$ cat src/rtl/irq_stage_pkg.sv
package irq_stage_pkg;

  localparam int unsigned SYNC_DEPTH_DEF = 2;

  function automatic logic rise_of(input logic cur, input logic prev);
    return cur & ~prev;
  endfunction

  function automatic logic fall_of(input logic cur, input logic prev);
    return ~cur & prev;
  endfunction

  typedef struct packed {
    logic armed;
    logic done;
  } stage_state_t;

endpackage

$ cat src/rtl/irq_sync_chain.sv
module irq_sync_chain #(
  parameter int unsigned DEPTH = 2
) (
  input  logic clk,
  input  logic d,
  output logic q
);
  localparam int unsigned LAST = DEPTH - 1;

  logic [LAST:0] chain;

  generate
    for (genvar i = 0; i < DEPTH; i++) begin : g_stage
      if (i == 0) begin : g_first
        always_ff @(posedge clk) chain[0] <= d;
      end else begin : g_next
        always_ff @(posedge clk) chain[i] <= chain[i-1];
      end
    end
  endgenerate

  assign q = chain[LAST];
endmodule

$ cat src/rtl/irq_edge_det.sv
module irq_edge_det
  import irq_stage_pkg::*;
(
  input  logic clk,
  input  logic sig,
  output logic rise,
  output logic fall
);
  logic prev;

  // tracks the signal through reset so a held level is never a new edge
  always_ff @(posedge clk) prev <= sig;

  assign rise = rise_of(sig, prev);
  assign fall = fall_of(sig, prev);
endmodule

$ cat src/rtl/irq_lock_flag.sv
module irq_lock_flag (
  input  logic clk,
  input  logic rst,
  input  logic set_edge,
  output logic q,
  output logic q_n
);
  logic take;

  // set edge only counts while the flag is idle; reset has priority
  assign take = set_edge & ~q;

  always_ff @(posedge clk) begin
    if (rst)       q <= 1'b0;
    else if (take) q <= 1'b1;
  end

  assign q_n = ~q;
endmodule

$ cat src/rtl/irq_stage_track.sv
module irq_stage_track
  import irq_stage_pkg::*;
(
  input  logic clk,
  input  logic rst,
  input  logic active,
  input  logic phase,
  output logic stage
);
  logic         ph_rise, ph_fall;
  stage_state_t st;

  irq_edge_det u_phase_edge (
    .clk (clk),
    .sig (phase),
    .rise(ph_rise),
    .fall(ph_fall)
  );

  always_ff @(posedge clk) begin
    if (rst) begin
      st <= '0;
    end else begin
      if (active && ph_fall) st.armed <= 1'b1;
      if (st.armed && ph_rise) st.done <= 1'b1;
    end
  end

  assign stage = st.done;
endmodule

$ cat src/rtl/irq_stage_ctrl.sv
module irq_stage_ctrl
  import irq_stage_pkg::*;
#(
  parameter int unsigned SYNC_DEPTH = SYNC_DEPTH_DEF
) (
  input  logic clk,
  input  logic rst,
  input  logic irq_line,
  input  logic step_done,
  input  logic clk_phase,
  output logic req_flag,
  output logic stage_flag,
  output logic do_irq,
  output logic do_irq_n
);
  logic irq_sync;
  logic irq_rise, irq_fall_unused;
  logic cond;
  logic cond_rise, cond_fall_unused;

  irq_sync_chain #(.DEPTH(SYNC_DEPTH)) u_sync (
    .clk(clk),
    .d  (irq_line),
    .q  (irq_sync)
  );

  irq_edge_det u_irq_edge (
    .clk (clk),
    .sig (irq_sync),
    .rise(irq_rise),
    .fall(irq_fall_unused)
  );

  always_ff @(posedge clk) begin
    if (rst)           req_flag <= 1'b0;
    else if (irq_rise) req_flag <= 1'b1;
  end

  assign cond = req_flag & step_done;

  irq_edge_det u_cond_edge (
    .clk (clk),
    .sig (cond),
    .rise(cond_rise),
    .fall(cond_fall_unused)
  );

  irq_lock_flag u_entry (
    .clk     (clk),
    .rst     (rst),
    .set_edge(cond_rise),
    .q       (do_irq),
    .q_n     (do_irq_n)
  );

  irq_stage_track u_stage (
    .clk   (clk),
    .rst   (rst),
    .active(do_irq),
    .phase (clk_phase),
    .stage (stage_flag)
  );
endmodule

$ cat config.mk
export PLATFORM = sky130hd
export DESIGN_NAME = irq_stage_ctrl
export DESIGN_NICKNAME = d
export VERILOG_FILES = /design/src/rtl/irq_stage_pkg.sv /design/src/rtl/irq_sync_chain.sv /design/src/rtl/irq_edge_det.sv /design/src/rtl/irq_lock_flag.sv /design/src/rtl/irq_stage_track.sv /design/src/rtl/irq_stage_ctrl.sv
export SDC_FILE = /design/constraint.sdc
export NUM_CORES = 1
export LEC_CHECK = 0
export ABC_CLOCK_PERIOD_IN_PS = 1880
export BUFFER_PORTS_ARGS = -buffer_cell sky130_fd_sc_hd__buf_2
export CAP_MARGIN = 20
export CORE_AREA = 2 2 39 41
export DETAILED_ROUTE_END_ITERATION = 10
export DIE_AREA = 0 0 41 43
export SYNTH_ARGS = -nofsm -noshare
export SYNTH_HDL_FRONTEND = slang
export SYNTH_SLANG_ARGS = --single-unit
$ cat constraint.sdc
create_clock -name clk -period 1.88 [get_ports clk]
set_input_delay 0.282 -clock clk [delete_from_list [all_inputs] [get_ports clk]]
set_output_delay 0.282 -clock clk [all_outputs]
set_load 0.05 [all_outputs]
==> Word-level counts from Yosys, hierarchy flattened <==
Cells that the tools add are included.
{ "word_totals": {"regBits": 9, "inputBits": 5, "output_inout_bits": 4} }
{ "classes": {"n_bitwise": 11, "n_reduce_logical": 2} }
{ "ops": {"columns": ["op", "n"], "rows": [
  ["$and 1x1->1", 6],
  ["$not 1->1", 5],
  ["$logic_and 1x1->1", 2]
]} }

==> Logic depth before layout (Yosys ltp) <==
{ "depth": {"ltp_word": 3, "mapped_depth": 2, "mapped_depth_nobuf": 2} }

==> Hierarchy <==
Synthesis repeated with hierarchy kept, for this count alone.
{ "hier_totals": {"hier_cells": 23, "hier_area_um2": 272.8} }
{ "by_module_without_submodules": {"columns": ["module", "instances", "cells_per_inst", "area_per_inst_um2"], "rows": [
  ["irq_edge_det", 3, 3, 35.0],
  ["irq_stage_track", 1, 6, 57.6],
  ["irq_sync_chain", 1, 2, 40.0],
  ["irq_stage_ctrl", 1, 3, 36.3],
  ["irq_lock_flag", 1, 3, 33.8]
]} }

==> Worst setup path before layout <==
No wires, ideal clock.
{ "synth_timing": {"path_kind": "register to output", "start": "reg u_entry.q", "end": "out do_irq_n", "t_arrival_ns": 0.989, "setup_slack_ns": 0.609, "stages_incl_launch_ff": 2, "n_path_buf": 0, "path_cell_list": "dfxtp_1 inv_1"} }
{ "synth_via": {"elab_chain_cells": 1} }
{ "synth_lines": {"columns": ["element", "line", "text"], "rows": [
  ["from (decl)", "irq_lock_flag.sv:5", "output logic q,"],
  ["from (signal assigned)", "irq_lock_flag.sv:14", "if (rst) q <= 1'b0;"],
  ["from (signal assigned)", "irq_lock_flag.sv:15", "else if (take) q <= 1'b1;"],
  ["$not 1->1", "irq_lock_flag.sv:18", "assign q_n = ~q;"],
  ["to (decl)", "irq_stage_ctrl.sv:14", "output logic do_irq_n"]
]} }
No other way between the ends.

==> Worst setup path in the final report <==
Same ends and word-level chain as after synthesis.

==> summary.md <==
| Metric | Value |
|---|---|
| Status | `finished, final reports clean` |
| Initial DRC Count | `2` |
| Post-Syn Nets | `27` |
| Synth cell types | `6` |
| Die Height | `43 um` |
| Router iterations before antenna repair | `4` |
| DRC viols | `0` |
| Initial antenna violation count | `0` |
| Nets | `40` |
| Worst R2R End | `req_flag` |
| Final setup fails | `0` |
| Setup crit start | `u_entry.q` |
| Clock Skew | `0.00249 ns` |
| Largest net degree at the start of global routing | `6` |
| Setup bufs post-CTS | `0` |
| Die area | `1760 um2` |
| N_diodes | `0` |
| Worst R2R Path Depth | `2` |
| Max-slew violation total from the final report | `0` |
| Drt via density | `3.76` |
| Wire per inst | `9.06 um` |
| Synth top area share | `0.720` |
| Min Tclk post-route | `1.19 ns` |
| Worst setup EP type | `output pin` |
| Worst Hold Class | `input port to register` |
| Max Cap Violations | `0` |
| CTS Hold Bufs | `0` |
| Worst-skew pair later-pin latency | `0.26 ns` |
| Antenna violation net count after detailed routing | `0` |
| Crit path launch type | `register` |
| DRT Wirelength | `453 um` |
| Number of global-route vias before repair | `178` |
| Leading area contributor after synthesis | `dfxtp_1` |
| Worst r2r src | `u_irq_edge.prev` |
| Crit Path Class | `register to output pin` |
| Synthesized flop and latch total | `9` |
| Max_slew headroom | `0.835` |
| CTS Root Cell | `clkbuf_4` |
| Io pins | `9` |
| Clk buf depth | `2` |
| Syn Area/Cell | `11.4 um2` |
| Syn Inst Count | `22` |
| H-tree depth | `1` |
| Global Route Usage Sum | `0.0677` |
| Slew at the pin closest to its max-slew limit | `0.249 ns` |
| GR Overflow Total | `0` |
| Clock buffer count from CTS | `3` |
| Fmax | `839 MHz` |
| Routability Congestion | `0.630` |
| Share of cells above drive strength 1 | `0.324` |
| Sequential area share after synthesis | `0.720` |
| CORE AREA | `1380 um2` |
| Synthesized area | `250 um2` |
| Most area-consuming cells after synthesis | `dfxtp_1 72%, nand3b_1 9.0%, a21oi_1 8.0%` |
| CTS Sinks | `9` |
| Final core utilization | `0.243` |
| # resized after CTS | `0` |
| Initial Utilization | `0.181` |
| Setup_tns | `0 ns` |
| Worst-path maximum fanout | `3` |
| Crit path to | `do_irq_n` |
| Final Hold Viols | `0` |
| Port Buffers | `8` |
| Num rows | `14` |
| Worst setup slack after layout | `0.689 ns` |
| Routed vias | `188` |
| Synthesis warning total | `0` |
| Power Dens Cells | `1130 nW/um2` |
| Tcrit/Tclk final | `0.634` |
| Pre-CTS WS | `0.958 ns` |
| VDD IR max | `0.389 mV` |
| First-pass GRT wire length | `724 um` |
| Flop2flop setup slack | `1.22 ns` |
| Leakage | `0.142 nW` |
| CTS tree | `done` |
| Worst-path clk slew | `0.06 ns` |
| Hpwl dp | `328 um` |
| Critical Path AT | `0.91 ns` |
| Die Wd | `41 um` |
| RSZ-0062 raised after global routing | `false` |
| CP required | `1.60 ns` |
| Area growth syn-to-layout | `34.5%` |
[state kept, by name (all words and copies together), names as in the netlist]
signal	cells
u_stage.st	1
u_stage.stage	1
u_entry.q	1
u_stage.u_phase_edge.prev	1
u_sync.q	1
u_sync.chain	1
u_irq_edge.prev	1
u_cond_edge.prev	1
req_flag	1
[cells by family after synthesis]
group / Yosys count / synth area share
AOI/OAI and AO/OA: 4 / 0.0800
buffers and inverters: 4 / 0.0600
DFF: 9 / 0.720
and+or+nand+nor: 5 / 0.140
[where the power goes]
group | internal, mW | switching (mW)
registers | 0.200 | 0.00425
clock network | 0.0817 | 0.0656
logic | 0.00931 | 0.0207
[routing by layer]
metal,wire [um],share of wire,global-route usage,up-vias
met3,55,0.12,0.0628,0
li1,-,-,-,94
met2,210,0.46,0.0844,11
met5,0,0,0,-
met1,187,0.41,0.0724,83
met4,0,0,0.0400,0
[layout by cell type, fill, tap and decap left out]
| master | instances |
|---|---|
| nand3b_1 | 3 |
| buf_2 | 8 |
| nand2b_1 | 1 |
| clkbuf_4 | 3 |
| dfxtp_1 | 9 |
| clkbuf_1 | 1 |
| inv_1 | 4 |
| a21oi_1 | 4 |
| and2_1 | 1 |
[synthesized netlist by cell type]
cell	n
dfxtp_1	9
a21oi_1	4
inv_1	4
nand3b_1	3
and2_1	1
nand2b_1	1
[layout make-up]
type	count	area (um2)
fillers	160	1050
repair buffers	8	40.0
well taps	16	20.0
clock buffers	4	26.3
inverters	4	15.0
flip-flops and latches	9	180
multi-input cells	9	55.1
[worst min path at each step]
stage | cells after the start | end | start | slack, ns
after floorplan | 0 | u_sync.q | u_sync.chain[0] | 0.31
after global placement | 0 | u_sync.q | u_sync.chain[0] | 0.31
after detailed placement | 0 | u_sync.q | u_sync.chain[0] | 0.31
after CTS | 1 | u_sync.chain[0] | irq_line | 0.11
after global routing | 1 | u_sync.chain[0] | irq_line | 0.10
final | 1 | u_sync.chain[0] | irq_line | 0.12
[stage by stage]
stage                     total power, mW  instances  hold slack, ns  instance area, um2
final                               0.381         50           0.123                 337
after global routing                0.406         50           0.103                 337
after CTS                           0.390         50           0.112                 337
after detailed placement            0.239         46           0.312                 310
after global placement              0.237         46           0.312                 310
after floorplan                     0.227         22           0.310                 250
[worst max-delay path, cell delays in order (launching register included)]
cell	delay [ns]
dfxtp_1	0.32
inv_1	0.07
buf_2	0.26
Power figures use the tool's default switching activity.
